[src/rtl/vq_cfg_pkg.sv]
// Package: shared word map, bus write record, ring record and helpers.
// Assumes a 32-bit register word; word indices are byte offset / 4.
package vq_cfg_pkg;

    localparam logic [15:0] NO_VECTOR = 16'hFFFF;
    localparam int unsigned MAP_WORDS = 14;

    typedef enum logic [3:0] {
        W_DFSEL    = 4'd0,
        W_DF       = 4'd1,
        W_GFSEL    = 4'd2,
        W_GF       = 4'd3,
        W_CFGVEC   = 4'd4,
        W_STATSEL  = 4'd5,
        W_QSIZEVEC = 4'd6,
        W_QENNOTE  = 4'd7,
        W_DESC_LO  = 4'd8,
        W_DESC_HI  = 4'd9,
        W_AVAIL_LO = 4'd10,
        W_AVAIL_HI = 4'd11,
        W_USED_LO  = 4'd12,
        W_USED_HI  = 4'd13,
        W_NONE     = 4'd15
    } word_e;

    typedef struct packed {
        logic        en;
        word_e       word;
        logic [3:0]  be;
        logic [31:0] data;
    } bus_wr_t;

    typedef struct packed {
        logic [15:0] size;
        logic [63:0] desc;
        logic [63:0] avail;
        logic [63:0] used;
    } ring_cfg_t;

    // Byte-enable merge of a 32-bit register.
    function automatic logic [31:0] merge32(input logic [31:0] old,
                                            input logic [31:0] nw,
                                            input logic [3:0]  be);
        logic [31:0] r;
        r = old;
        for (int b = 0; b < 4; b++) begin
            if (be[b]) r[8*b +: 8] = nw[8*b +: 8];
        end
        return r;
    endfunction

    // Byte-enable merge of a 16-bit register.
    function automatic logic [15:0] merge16(input logic [15:0] old,
                                            input logic [15:0] nw,
                                            input logic [1:0]  be);
        logic [15:0] r;
        r = old;
        if (be[0]) r[7:0]  = nw[7:0];
        if (be[1]) r[15:8] = nw[15:8];
        return r;
    endfunction

    // Vector allocation: values at or above the vector count are refused.
    function automatic logic [15:0] grant_vec(input logic [15:0] req,
                                              input int unsigned nvec);
        return (32'(req) < nvec) ? req : NO_VECTOR;
    endfunction

endpackage

[src/rtl/vq_feature_win.sv]
// Feature window: device-feature paging and driver-feature capture.
// Assumes write records are already decoded to word index and byte enables.
module vq_feature_win
    import vq_cfg_pkg::*;
(
    input  logic        clk,
    input  logic        rst_n,
    input  bus_wr_t     wr,
    input  word_e       rd_word,
    input  logic [63:0] dev_feat_i,
    output logic [31:0] rd_data,
    output logic [63:0] drv_feat_o
);

    logic [31:0]       dev_sel;
    logic [31:0]       drv_sel;
    logic [1:0][31:0]  drv_half;

    // Select registers for both windows.
    always_ff @(posedge clk) begin
        if (!rst_n) begin
            dev_sel <= '0;
            drv_sel <= '0;
        end else if (wr.en) begin
            if (wr.word == W_DFSEL) dev_sel <= merge32(dev_sel, wr.data, wr.be);
            if (wr.word == W_GFSEL) drv_sel <= merge32(drv_sel, wr.data, wr.be);
        end
    end

    // One capture register per driver-feature half.
    for (genvar h = 0; h < 2; h++) begin : g_half
        always_ff @(posedge clk) begin
            if (!rst_n) begin
                drv_half[h] <= '0;
            end else if (wr.en && wr.word == W_GF && drv_sel == 32'(h)) begin
                drv_half[h] <= merge32(drv_half[h], wr.data, wr.be);
            end
        end
    end

    assign drv_feat_o = {drv_half[1], drv_half[0]};

    // Read contribution for the four feature words.
    always_comb begin
        rd_data = '0;
        case (rd_word)
            W_DFSEL: rd_data = dev_sel;
            W_DF: begin
                if (dev_sel == 32'd0)      rd_data = dev_feat_i[31:0];
                else if (dev_sel == 32'd1) rd_data = dev_feat_i[63:32];
            end
            W_GFSEL: rd_data = drv_sel;
            W_GF: begin
                if (drv_sel < 32'd2) rd_data = drv_half[drv_sel[0]];
            end
            default: rd_data = '0;
        endcase
    end

endmodule

[src/rtl/vq_status_vec.sv]
// Status byte and configuration vector, plus the device reset request.
// Assumes status occupies byte 0 of its word and the vector bytes 0..1.
module vq_status_vec
    import vq_cfg_pkg::*;
#(
    parameter int unsigned NUM_VEC = 8
) (
    input  logic        clk,
    input  logic        rst_n,
    input  bus_wr_t     wr,
    input  word_e       rd_word,
    output logic [31:0] rd_data,
    output logic        reset_req,
    output logic [7:0]  status_o,
    output logic [15:0] cfg_vec_o,
    output logic        dev_reset_o
);

    logic stat_wr;
    logic vec_wr;

    assign stat_wr   = wr.en && wr.word == W_STATSEL && wr.be[0];
    assign vec_wr    = wr.en && wr.word == W_CFGVEC && (|wr.be[1:0]);
    assign reset_req = stat_wr && (wr.data[7:0] == 8'h00);

    // Status byte capture.
    always_ff @(posedge clk) begin
        if (!rst_n)       status_o <= '0;
        else if (stat_wr) status_o <= wr.data[7:0];
    end

    // Configuration vector with allocation check and release on reset.
    always_ff @(posedge clk) begin
        if (!rst_n)
            cfg_vec_o <= NO_VECTOR;
        else if (reset_req)
            cfg_vec_o <= NO_VECTOR;
        else if (vec_wr)
            cfg_vec_o <= grant_vec(merge16(cfg_vec_o, wr.data[15:0], wr.be[1:0]), NUM_VEC);
    end

    // One-cycle device reset pulse.
    always_ff @(posedge clk) begin
        if (!rst_n) dev_reset_o <= 1'b0;
        else        dev_reset_o <= reset_req;
    end

    // Read contribution: vector low half, status byte; generation byte is 0.
    always_comb begin
        case (rd_word)
            W_CFGVEC:  rd_data = {16'h0000, cfg_vec_o};
            W_STATSEL: rd_data = {24'h000000, status_o};
            default:   rd_data = '0;
        endcase
    end

endmodule

[src/rtl/vq_queue_bank.sv]
// Queue bank: select register, staged and committed per-queue settings.
// Assumes NUM_Q >= 2 so the select index has at least one bit.
module vq_queue_bank
    import vq_cfg_pkg::*;
#(
    parameter int unsigned NUM_Q   = 4,
    parameter int unsigned NUM_VEC = 8
) (
    input  logic                    clk,
    input  logic                    rst_n,
    input  bus_wr_t                 wr,
    input  word_e                   rd_word,
    input  logic                    reset_req,
    output logic [31:0]             rd_data,
    output logic [NUM_Q-1:0]        q_commit_o,
    output logic [NUM_Q-1:0]        q_en_o,
    output logic [NUM_Q-1:0][15:0]  q_vec_o,
    output logic [NUM_Q-1:0][15:0]  q_size_o,
    output logic [NUM_Q-1:0][63:0]  q_desc_o,
    output logic [NUM_Q-1:0][63:0]  q_avail_o,
    output logic [NUM_Q-1:0][63:0]  q_used_o
);

    localparam int unsigned QSEL_W = (NUM_Q > 1) ? $clog2(NUM_Q) : 1;

    logic [QSEL_W-1:0]        qsel;
    logic [15:0]              qsel_ext;
    logic [15:0]              qsel_cand;
    logic [15:0]              nq;
    logic [NUM_Q-1:0][63:0]   stg_desc;
    logic [NUM_Q-1:0][63:0]   stg_avail;
    logic [NUM_Q-1:0][63:0]   stg_used;

    assign qsel_ext = 16'(qsel);

    // Candidate selection after the byte merge.
    always_comb begin
        qsel_cand = merge16(qsel_ext, wr.data[31:16], wr.be[3:2]);
    end

    // Queue select: accepted only when inside the bank.
    always_ff @(posedge clk) begin
        if (!rst_n) begin
            qsel <= '0;
        end else if (wr.en && wr.word == W_STATSEL && (|wr.be[3:2])) begin
            if (32'(qsel_cand) < NUM_Q) qsel <= qsel_cand[QSEL_W-1:0];
        end
    end

    for (genvar q = 0; q < NUM_Q; q++) begin : g_q
        ring_cfg_t   stg;
        ring_cfg_t   cmt;
        logic [15:0] vec;
        logic        en;
        logic        commit;
        logic        hit;

        assign hit = wr.en && (qsel == QSEL_W'(q));

        // Staging, vector, enable flag and commit for one queue.
        always_ff @(posedge clk) begin
            if (!rst_n) begin
                stg    <= '0;
                cmt    <= '0;
                vec    <= NO_VECTOR;
                en     <= 1'b0;
                commit <= 1'b0;
            end else begin
                commit <= 1'b0;
                if (hit) begin
                    case (wr.word)
                        W_QSIZEVEC: begin
                            if (|wr.be[1:0])
                                stg.size <= merge16(stg.size, wr.data[15:0], wr.be[1:0]);
                            if (|wr.be[3:2])
                                vec <= grant_vec(merge16(vec, wr.data[31:16], wr.be[3:2]), NUM_VEC);
                        end
                        W_QENNOTE: begin
                            if (|wr.be[1:0]) begin
                                cmt    <= stg;
                                commit <= 1'b1;
                                if (wr.be[0]) en <= wr.data[0];
                            end
                        end
                        W_DESC_LO:  stg.desc[31:0]   <= merge32(stg.desc[31:0],   wr.data, wr.be);
                        W_DESC_HI:  stg.desc[63:32]  <= merge32(stg.desc[63:32],  wr.data, wr.be);
                        W_AVAIL_LO: stg.avail[31:0]  <= merge32(stg.avail[31:0],  wr.data, wr.be);
                        W_AVAIL_HI: stg.avail[63:32] <= merge32(stg.avail[63:32], wr.data, wr.be);
                        W_USED_LO:  stg.used[31:0]   <= merge32(stg.used[31:0],   wr.data, wr.be);
                        W_USED_HI:  stg.used[63:32]  <= merge32(stg.used[63:32],  wr.data, wr.be);
                        default: ;
                    endcase
                end
                if (reset_req) begin
                    vec <= NO_VECTOR;
                    en  <= 1'b0;
                end
            end
        end

        assign q_commit_o[q] = commit;
        assign q_en_o[q]     = en;
        assign q_vec_o[q]    = vec;
        assign q_size_o[q]   = cmt.size;
        assign q_desc_o[q]   = cmt.desc;
        assign q_avail_o[q]  = cmt.avail;
        assign q_used_o[q]   = cmt.used;
        assign stg_desc[q]   = stg.desc;
        assign stg_avail[q]  = stg.avail;
        assign stg_used[q]   = stg.used;
    end

    // Queue count: one past the highest queue with a committed size.
    always_comb begin
        nq = '0;
        for (int i = 0; i < NUM_Q; i++) begin
            if (q_size_o[i] != 16'h0000) nq = 16'(i + 1);
        end
    end

    // Read contribution of the bank words.
    always_comb begin
        case (rd_word)
            W_CFGVEC:   rd_data = {nq, 16'h0000};
            W_STATSEL:  rd_data = {qsel_ext, 16'h0000};
            W_QSIZEVEC: rd_data = {q_vec_o[qsel], q_size_o[qsel]};
            W_QENNOTE:  rd_data = {qsel_ext, 15'h0000, q_en_o[qsel]};
            W_DESC_LO:  rd_data = stg_desc[qsel][31:0];
            W_DESC_HI:  rd_data = stg_desc[qsel][63:32];
            W_AVAIL_LO: rd_data = stg_avail[qsel][31:0];
            W_AVAIL_HI: rd_data = stg_avail[qsel][63:32];
            W_USED_LO:  rd_data = stg_used[qsel][31:0];
            W_USED_HI:  rd_data = stg_used[qsel][63:32];
            default:    rd_data = '0;
        endcase
    end

endmodule

[src/rtl/vq_common_cfg.sv]
// Top: access decode into byte lanes, read alignment and response register.
// Assumes naturally aligned accesses; bytes past the word end are dropped.
module vq_common_cfg
    import vq_cfg_pkg::*;
#(
    parameter int unsigned NUM_Q   = 4,
    parameter int unsigned NUM_VEC = 8,
    parameter int unsigned ADDR_W  = 8
) (
    input  logic                    clk,
    input  logic                    rst_n,
    input  logic                    req_valid_i,
    input  logic                    req_write_i,
    input  logic [ADDR_W-1:0]       req_addr_i,
    input  logic [1:0]              req_size_i,
    input  logic [31:0]             req_wdata_i,
    output logic                    rsp_valid_o,
    output logic [31:0]             rsp_rdata_o,
    input  logic [63:0]             dev_feat_i,
    output logic [63:0]             drv_feat_o,
    output logic [7:0]              status_o,
    output logic                    dev_reset_o,
    output logic [15:0]             cfg_vec_o,
    output logic [NUM_Q-1:0]        q_commit_o,
    output logic [NUM_Q-1:0]        q_en_o,
    output logic [NUM_Q-1:0][15:0]  q_vec_o,
    output logic [NUM_Q-1:0][15:0]  q_size_o,
    output logic [NUM_Q-1:0][63:0]  q_desc_o,
    output logic [NUM_Q-1:0][63:0]  q_avail_o,
    output logic [NUM_Q-1:0][63:0]  q_used_o
);

    localparam int unsigned WIDX_W = ADDR_W - 2;

    logic [WIDX_W-1:0] word_raw;
    logic [1:0]        byte_ofs;
    logic [3:0]        size_mask;
    logic [31:0]       rd_mask;
    word_e             word;
    bus_wr_t           wr;
    logic [31:0]       fw_rd;
    logic [31:0]       sv_rd;
    logic [31:0]       qb_rd;
    logic [31:0]       rd_word_data;
    logic              reset_req;

    assign word_raw = req_addr_i[ADDR_W-1:2];
    assign byte_ofs = req_addr_i[1:0];

    // Decode: word index, byte enables and lane-aligned data.
    always_comb begin
        case (req_size_i)
            2'd0:    begin size_mask = 4'b0001; rd_mask = 32'h0000_00FF; end
            2'd1:    begin size_mask = 4'b0011; rd_mask = 32'h0000_FFFF; end
            default: begin size_mask = 4'b1111; rd_mask = 32'hFFFF_FFFF; end
        endcase
        word    = (32'(word_raw) < MAP_WORDS) ? word_e'(word_raw[3:0]) : W_NONE;
        wr.en   = req_valid_i && req_write_i && (word != W_NONE);
        wr.word = word;
        wr.be   = size_mask << byte_ofs;
        wr.data = req_wdata_i << {byte_ofs, 3'b000};
    end

    vq_feature_win u_feat (
        .clk        (clk),
        .rst_n      (rst_n),
        .wr         (wr),
        .rd_word    (word),
        .dev_feat_i (dev_feat_i),
        .rd_data    (fw_rd),
        .drv_feat_o (drv_feat_o)
    );

    vq_status_vec #(.NUM_VEC(NUM_VEC)) u_stat (
        .clk         (clk),
        .rst_n       (rst_n),
        .wr          (wr),
        .rd_word     (word),
        .rd_data     (sv_rd),
        .reset_req   (reset_req),
        .status_o    (status_o),
        .cfg_vec_o   (cfg_vec_o),
        .dev_reset_o (dev_reset_o)
    );

    vq_queue_bank #(.NUM_Q(NUM_Q), .NUM_VEC(NUM_VEC)) u_bank (
        .clk        (clk),
        .rst_n      (rst_n),
        .wr         (wr),
        .rd_word    (word),
        .reset_req  (reset_req),
        .rd_data    (qb_rd),
        .q_commit_o (q_commit_o),
        .q_en_o     (q_en_o),
        .q_vec_o    (q_vec_o),
        .q_size_o   (q_size_o),
        .q_desc_o   (q_desc_o),
        .q_avail_o  (q_avail_o),
        .q_used_o   (q_used_o)
    );

    assign rd_word_data = fw_rd | sv_rd | qb_rd;

    // Read response: one cycle after the request, right-justified.
    always_ff @(posedge clk) begin
        if (!rst_n) begin
            rsp_valid_o <= 1'b0;
            rsp_rdata_o <= '0;
        end else begin
            rsp_valid_o <= req_valid_i && !req_write_i;
            if (req_valid_i && !req_write_i)
                rsp_rdata_o <= (rd_word_data >> {byte_ofs, 3'b000}) & rd_mask;
        end
    end

endmodule

[config.mk]
export PLATFORM = sky130hd
export DESIGN_NAME = vq_common_cfg
export DESIGN_NICKNAME = d
export VERILOG_FILES = /design/src/rtl/vq_cfg_pkg.sv /design/src/rtl/vq_feature_win.sv /design/src/rtl/vq_status_vec.sv /design/src/rtl/vq_queue_bank.sv /design/src/rtl/vq_common_cfg.sv
export SDC_FILE = /design/constraint.sdc
export NUM_CORES = 2
export LEC_CHECK = 0
export CAP_MARGIN = 40
export CORE_AREA = 3 3 447 449
export CTS_BUF_LIST = sky130_fd_sc_hd__clkbuf_2 sky130_fd_sc_hd__clkbuf_4 sky130_fd_sc_hd__clkbuf_8
export DETAILED_ROUTE_END_ITERATION = 8
export DIE_AREA = 0 0 450 452
export SLEW_MARGIN = 20
export SYNTH_ARGS = -nofsm -noshare
export SYNTH_HDL_FRONTEND = slang
export SYNTH_SLANG_ARGS = --single-unit
[constraint.sdc]
create_clock -name clk -period 4.24 [get_ports clk]
set_clock_uncertainty 0.2 [all_clocks]
set_input_delay 0.636 -clock clk [delete_from_list [all_inputs] [get_ports clk]]
set_output_delay 0.636 -clock clk [all_outputs]
set_load 0.02 [all_outputs]
# Yosys cells after proc, flatten, opt, wreduce, memory -nomap -nowiden

Index checks and enable logic that the tools add are counted.

Bits in registers: 1924

Shift operators: 3
Bitwise operators: 4
Reduce and logical (&&, ||, !) cells: 167
Equality and inequality tests: 20
Mux-type cells: 84
Magnitude comparators: 10

Operator list:

| kind                | number |
|---|---|
| $mux 8              | 50 |
| $bmux 64 s2         | 3 |
| $reduce_and 3->1    | 112 |
| $pmux 32 s10        | 1 |
| $mux 64             | 3 |
| $mux 32             | 5 |
| $pmux 32 s4         | 1 |
| $mux 16             | 7 |
| $lt 16x4->1 const B | 5 |
| $bmux 16 s2         | 2 |
| $eq 32x1->1 const B | 2 |
| $logic_not 32->1    | 2 |
| $or 32x32->32       | 2 |
| $pmux 32 s2         | 1 |
| $reduce_bool 16->1  | 4 |
| $reduce_and 4->1    | 12 |
| $and 32x32->32      | 1 |
| $lt 32x2->1 const B | 1 |
| $pmux 16 s2         | 1 |
| $shl 32x5->32       | 1 |
| $shr 32x5->32       | 1 |
| $reduce_and 2->1    | 13 |
| $eq 4x4->1 const B  | 6 |
| $eq 4x3->1 const B  | 4 |
| other kinds (23)    | 48 |

# Depth between registers and ports, before layout

Word-level depth: 11
Depth in mapped cells: 12

# Modules after synthesis

A second synthesis with hierarchy kept.

Cell total of the unflattened synthesis: 9387
Area, all modules: 82999.6 µm²

Modules (own cells, without submodules):

| module         | cells an instance | area each (µm²) | times used |
|---|---|---|---|
| vq_queue_bank  | 8296              | 72766.0         | 1 |
| vq_feature_win | 645               | 6421.2          | 1 |
| vq_common_cfg  | 301               | 2459.9          | 1 |
| vq_status_vec  | 145               | 1352.5          | 1 |

# Worst setup path after synthesis

OpenSTA, ideal clock, no wires.

Kind: input to register
Start: input req_addr_i[1]
End: register u_bank.g_q[0].vec[0]
Setup slack: 0.898 ns
Arrival: 3.025 ns
Path buffers: 2
Stages: 9
Data required time: 3.923 ns
Path through: buf_2 mux4_2 or4_4 nor4_4 nand2_1 a2111o_1 a21oi_4 buf_4 nand2_1

Word-level cells in the longest chain between the ends: 8
Elaborated cells between the ends (all ways): 20

RTL lines:

| item                                         | RTL line                                 | source |
|---|---|---|
| start: declaration                           | vq_common_cfg.sv:14                      | `input logic [ADDR_W-1:0] req_addr_i,` |
| $shl 32x5->32 or $shl 4x2->4 (tied branches) | vq_common_cfg.sv:61, vq_common_cfg.sv:60 |  |
| $mux 8, on equally long branches             | vq_cfg_pkg.sv:58, vq_cfg_pkg.sv:59       |  |
| $mux 8                                       | vq_queue_bank.sv:75                      | `if (\|wr.be[3:2])` |
| $mux 8                                       | vq_queue_bank.sv:71                      | `case (wr.word)` |
| $mux 8                                       | vq_queue_bank.sv:70                      | `if (hit) begin` |
| $mux 8                                       | vq_queue_bank.sv:62                      | `if (!rst_n) begin` |
| $lt 16x4->1                                  | vq_cfg_pkg.sv:66                         | `return (32'(req) < nvec) ? req : NO_VECTOR;` |
| $mux 16                                      | vq_cfg_pkg.sv:66                         |  |
| end signal: assignment                       | vq_queue_bank.sv:76                      | `vec <= grant_vec(merge16(vec, wr.data[31:16], wr.be[3:2]), NUM_VEC);` |
| end: declaration                             | vq_queue_bank.sv:53                      | `logic [15:0] vec;` |

Several ways; a longest one is shown, not always the timed one. The select of a mux whose other input is x is not followed.
A chain may end at the register's enable or synchronous reset.

# Final worst setup path

Start: register u_bank.qsel[1]
End: register rsp_rdata_o[1]

Word-level cells in the longest chain between the ends: 6
Elaborated cells between the ends (all ways): 14

RTL lines:

| item                                                  | RTL line                                   | source |
|---|---|---|
| start: declaration                                    | vq_queue_bank.sv:26                        | `logic [QSEL_W-1:0] qsel;` |
| start signal: assignment                              | vq_queue_bank.sv:46                        | `if (32'(qsel_cand) < NUM_Q) qsel <= qsel_cand[QSEL_W-1:0];` |
| $bmux 64 s2 (tied with other cells)                   | vq_queue_bank.sv:132, vq_queue_bank.sv:133 |  |
| $mux 64 (implied by the code) (tied with other cells) | vq_queue_bank.sv:132                       | `W_USED_LO: rd_data = stg_used[qsel][31:0];` |
| $pmux 32 s10 (*)                                      | vq_queue_bank.sv:123                       | `case (rd_word)` |
| $or 32x32->32 (*)                                     | vq_common_cfg.sv:102                       | `assign rd_word_data = fw_rd \| sv_rd \| qb_rd;` |
| $shr 32x5->32 (*)                                     | vq_common_cfg.sv:112                       | `rsp_rdata_o <= (rd_word_data >> {byte_ofs, 3'b000}) & rd_mask;` |
| $and 32x32->32 (*)                                    | vq_common_cfg.sv:112                       |  |
| end signal: assignment                                | vq_common_cfg.sv:112                       |  |
| end: declaration                                      | vq_common_cfg.sv:18                        | `output logic [31:0] rsp_rdata_o,` |

Mark *: on every way between the ends. The rest lies on a longest branch, timed or not. The select of a mux whose other input is x is not followed.

==> impl_results.md <==
* Core ar. at 0.197 sq mm
* Vias in the first global route at 70816
* Global route total overflow at 0
* Seq/Total Area, Yosys at 50.4%
* Final min period at 3.98 ns
* CP Max Fanout at 24
* Yosys Warn Count at 0
* Post-synth EDFFs at 0
* Dominant cell type by area after synthesis: dfxtp_1
* Compound-Gate Fraction of Synth Area at 14.9%
* Final Max Slew Viols at 0
* CP dominant cell by count: buf_12
* Internal Pwr Total at 29.0 mW
* Total Routing Usage GR at 38.4%
* Fraction of layout cells with a size suffix above 1 at 14.4%
* Number of fill cells at 18518
* Wire per inst at 32.0 microns
* Die X at 450 microns
* Setup crit end kind: flip-flop
* Crit-path cells: buf_12 -> buf_12 -> mux4_2 -> a22oi_2 -> o311ai_0 -> or4_1 -> mux2i_1 -> o211ai_1
* Remaining antenna violation count at 0
* Worst skew pair latency at 1.08 ns
* Cell area after synthesis at 0.0765 sq mm
* Pre-CTS setup slack at -0.0744 ns
* Top cells by area, synth: dfxtp_1, nand2_1, a21oi_1
* Slew @ Worst Pin at 1.04 ns
* Overall routed net length at 408000 microns
* Comb pwr share at 4.3%
* Drt first pass iters at 8
* PwrDens at 380 mW/mm^2
* Main combinational cell family by area after synthesis: simple AND/OR/NAND/NOR gates
* Run status: complete, no violations
* Top_reg_cell synth: dfxtp_1
* Mapped Cells at 8626
* Setup Viol. Count Final at 0
* # H-tree levels at 5
* Die height at 452 microns
* Post-Route Utilization at 51.2%
* Switching share of power at 24.3%
* Top-count cell post-synth: nand2_1
* CP top delay family: multiplexers
* Arr. time, crit path at 4.72 ns
* Synth Area in XOR/XNOR at 0%
* Slew headroom at 30.8%
* Largest net degree at the start of global routing at 203
* Std cell rows at 163
* 1st-iter DRT viols at 9208
* Clk sink count at 1924
* Required time worst endpoint at 4.98 ns
* Syn nets at 8736
* Top cell type's share of synthesized area at 50.4%
* Vias at 74633
* Fmax at 0.251 GHz
* Seq pwr share at 47.3%
* Clock slew at reported path FFs at 0.07 ns
* Final Hold Vio Count at 0
* Final setup margin at 0.259 ns
* First-pass GRT wire length at 557000 microns
* Async S/R FF share, synth at 0%
* Crit Path Class: flip-flop to flip-flop
* Mean Syn Cell Area at 8.87 sq um
* Sw Pwr at 9.30 mW
* Clock root buffer: clkbuf_8
* Simple-gate portion of the synthesized area at 17.3%
* Number of distinct library cells after synthesis at 72
* CTS tree: done
* Worst hold path type: primary input to flip-flop
* Leak pwr at 34.4 nW
* Crit path buffers/inverters at 2
* Post-route DRC at 0
* Period Utilization, post-route at 93.9%
* Initial Util at 38.9%
* Max incr delay on CP at 0.68 ns
* Post-synthesis mux area share at 13.4%
* Post-synthesis adder-cell area fraction at 0%
* Worst VDD drop at 233 uV
* Yosys reg bits at 1924
* Antenna violations before repair at 39
* Clock power frac at 48.5%
* DIE AREA at 0.203 sq mm
* Num ports at 1136
* PortBufs at 1135
* P&R area growth vs syn at 31.5%
* Max Buffers Root-to-Sink at 4
* CTS buffer count at 343
* DP HPWL at 299000 microns
* Top post-synthesis cells by count: nand2_1, dfxtp_1, a21oi_1
* Slowest CP cell: mux4_2
* Final Wtd Congestion at 1.00
* Fin nets at 9939
* Via density at 5.87
* Final total negative setup slack at 0 ns
* Worst hold slack at 0.128 ns
* RSZ-0062 raised after global routing: no
* Critical path startpoint category: flip-flop
* Max-cap check violation count at 0
==> metal layers <==
metal / up-vias / global-route usage, % / wire length, microns
li1: 32326 / - / -
met2: 4416 / 59.9 / 183000
met3: 1044 / 8.71 / 34900
met1: 36841 / 46.1 / 154000
met4: 6 / 29.0 / 35400
met5: - / 0 / 34
==> worst reg2reg max path, delay by kind of cell, from the launching register on <==
family,cells,cell delay [ns]
buffers and inverters,2,0.61
AOI/OAI and AO/OA,3,0.89
muxes,2,0.97
and+or+nand+nor,1,0.62
DFF,1,0.54
==> placed cells by master (no fill, tap or decap), types with 93 or more instances in the layout <==
cell                n
mux4_2            226
a21oi_1          1074
clkbuf_8          429
buf_12             97
clkdlybuf4s50_1  1124
nand2_1          2016
a211oi_1          423
o21ai_0           160
mux2i_1           440
buf_4             370
dfxtp_1          1920
nor2_1            922
a22oi_1            93
==> state kept, by name, indices dropped and copies added, names as in the netlist, 32 cells and up <==
signal	cells
u_bank.q_desc_o	256
u_bank.q_avail_o	256
u_feat.drv_feat_o	64
u_bank.q_size_o	64
u_bank.q_used_o	256
u_feat.dev_sel	32
u_bank.g_q.vec	64
u_bank.g_q.stg	832
u_feat.drv_sel	32
rsp_rdata_o	32
==> through the flow <==
step           area [sq um]  std cells  total power [mW]
3_5_place_dp          93200      12111              20.1
2_1_floorplan         76500       8626              19.1
6_report             101000      12719              38.3
5_1_grt              101000      12713              39.2
3_3_place_gp          93200      12104              20.0
4_1_cts              101000      12699              38.3
==> cells by family after synthesis <==
kind of cell	after synthesis
and+or+nand+nor	3292
muxes	737
DFF	1924
AOI/OAI and AO/OA	1913
buffers and inverters	760
==> what timing repair did <==
item	CTS	global route
buffers inserted	0	4
gates resized for setup	0	1
endpoints found under the setup margin	0	4
hold buffers	7	0
endpoints found under the hold margin	47	0
==> final cells by class <==
cell class	count	area, sq um	share of cell area (%)
Antenna cell	14	35.0	0.0348
Clock buffer	521	6600	6.55
Clock inverter	60	606	0.602
Inverter	6	30.0	0.0298
Multi-Input combinational cell	5942	35400	35.2
Sequential cell	1924	38500	38.3
Tap cell	2640	3300	3.28
Timing Repair Buffer	1612	16200	16.1
==> power by group through the flow <==
stage	logic, mW	clock network, mW	registers [mW]
finish	1.65	18.6	18.1
global route	1.63	19.5	18.1
CTS	1.58	18.6	18.1
detailed placement	1.57	0	18.5
global placement	1.55	0	18.5
floorplan	0.660	0	18.5
==> final timing paths <==
path	startpoint	end	slack [ns]	depth (start not counted)
hold reg to reg	u_bank.g_q[2].stg[201]	u_bank.q_size_o[41]	0.21	2
hold / removal	req_wdata_i[2]	u_bank.g_q[2].stg[194]	0.13	4
setup / recovery	u_bank.qsel[1]	rsp_rdata_o[1]	0.26	8
setup reg to reg	u_bank.qsel[1]	rsp_rdata_o[1]	0.26	8
Note: power is estimated with default switching activity, not from simulation.
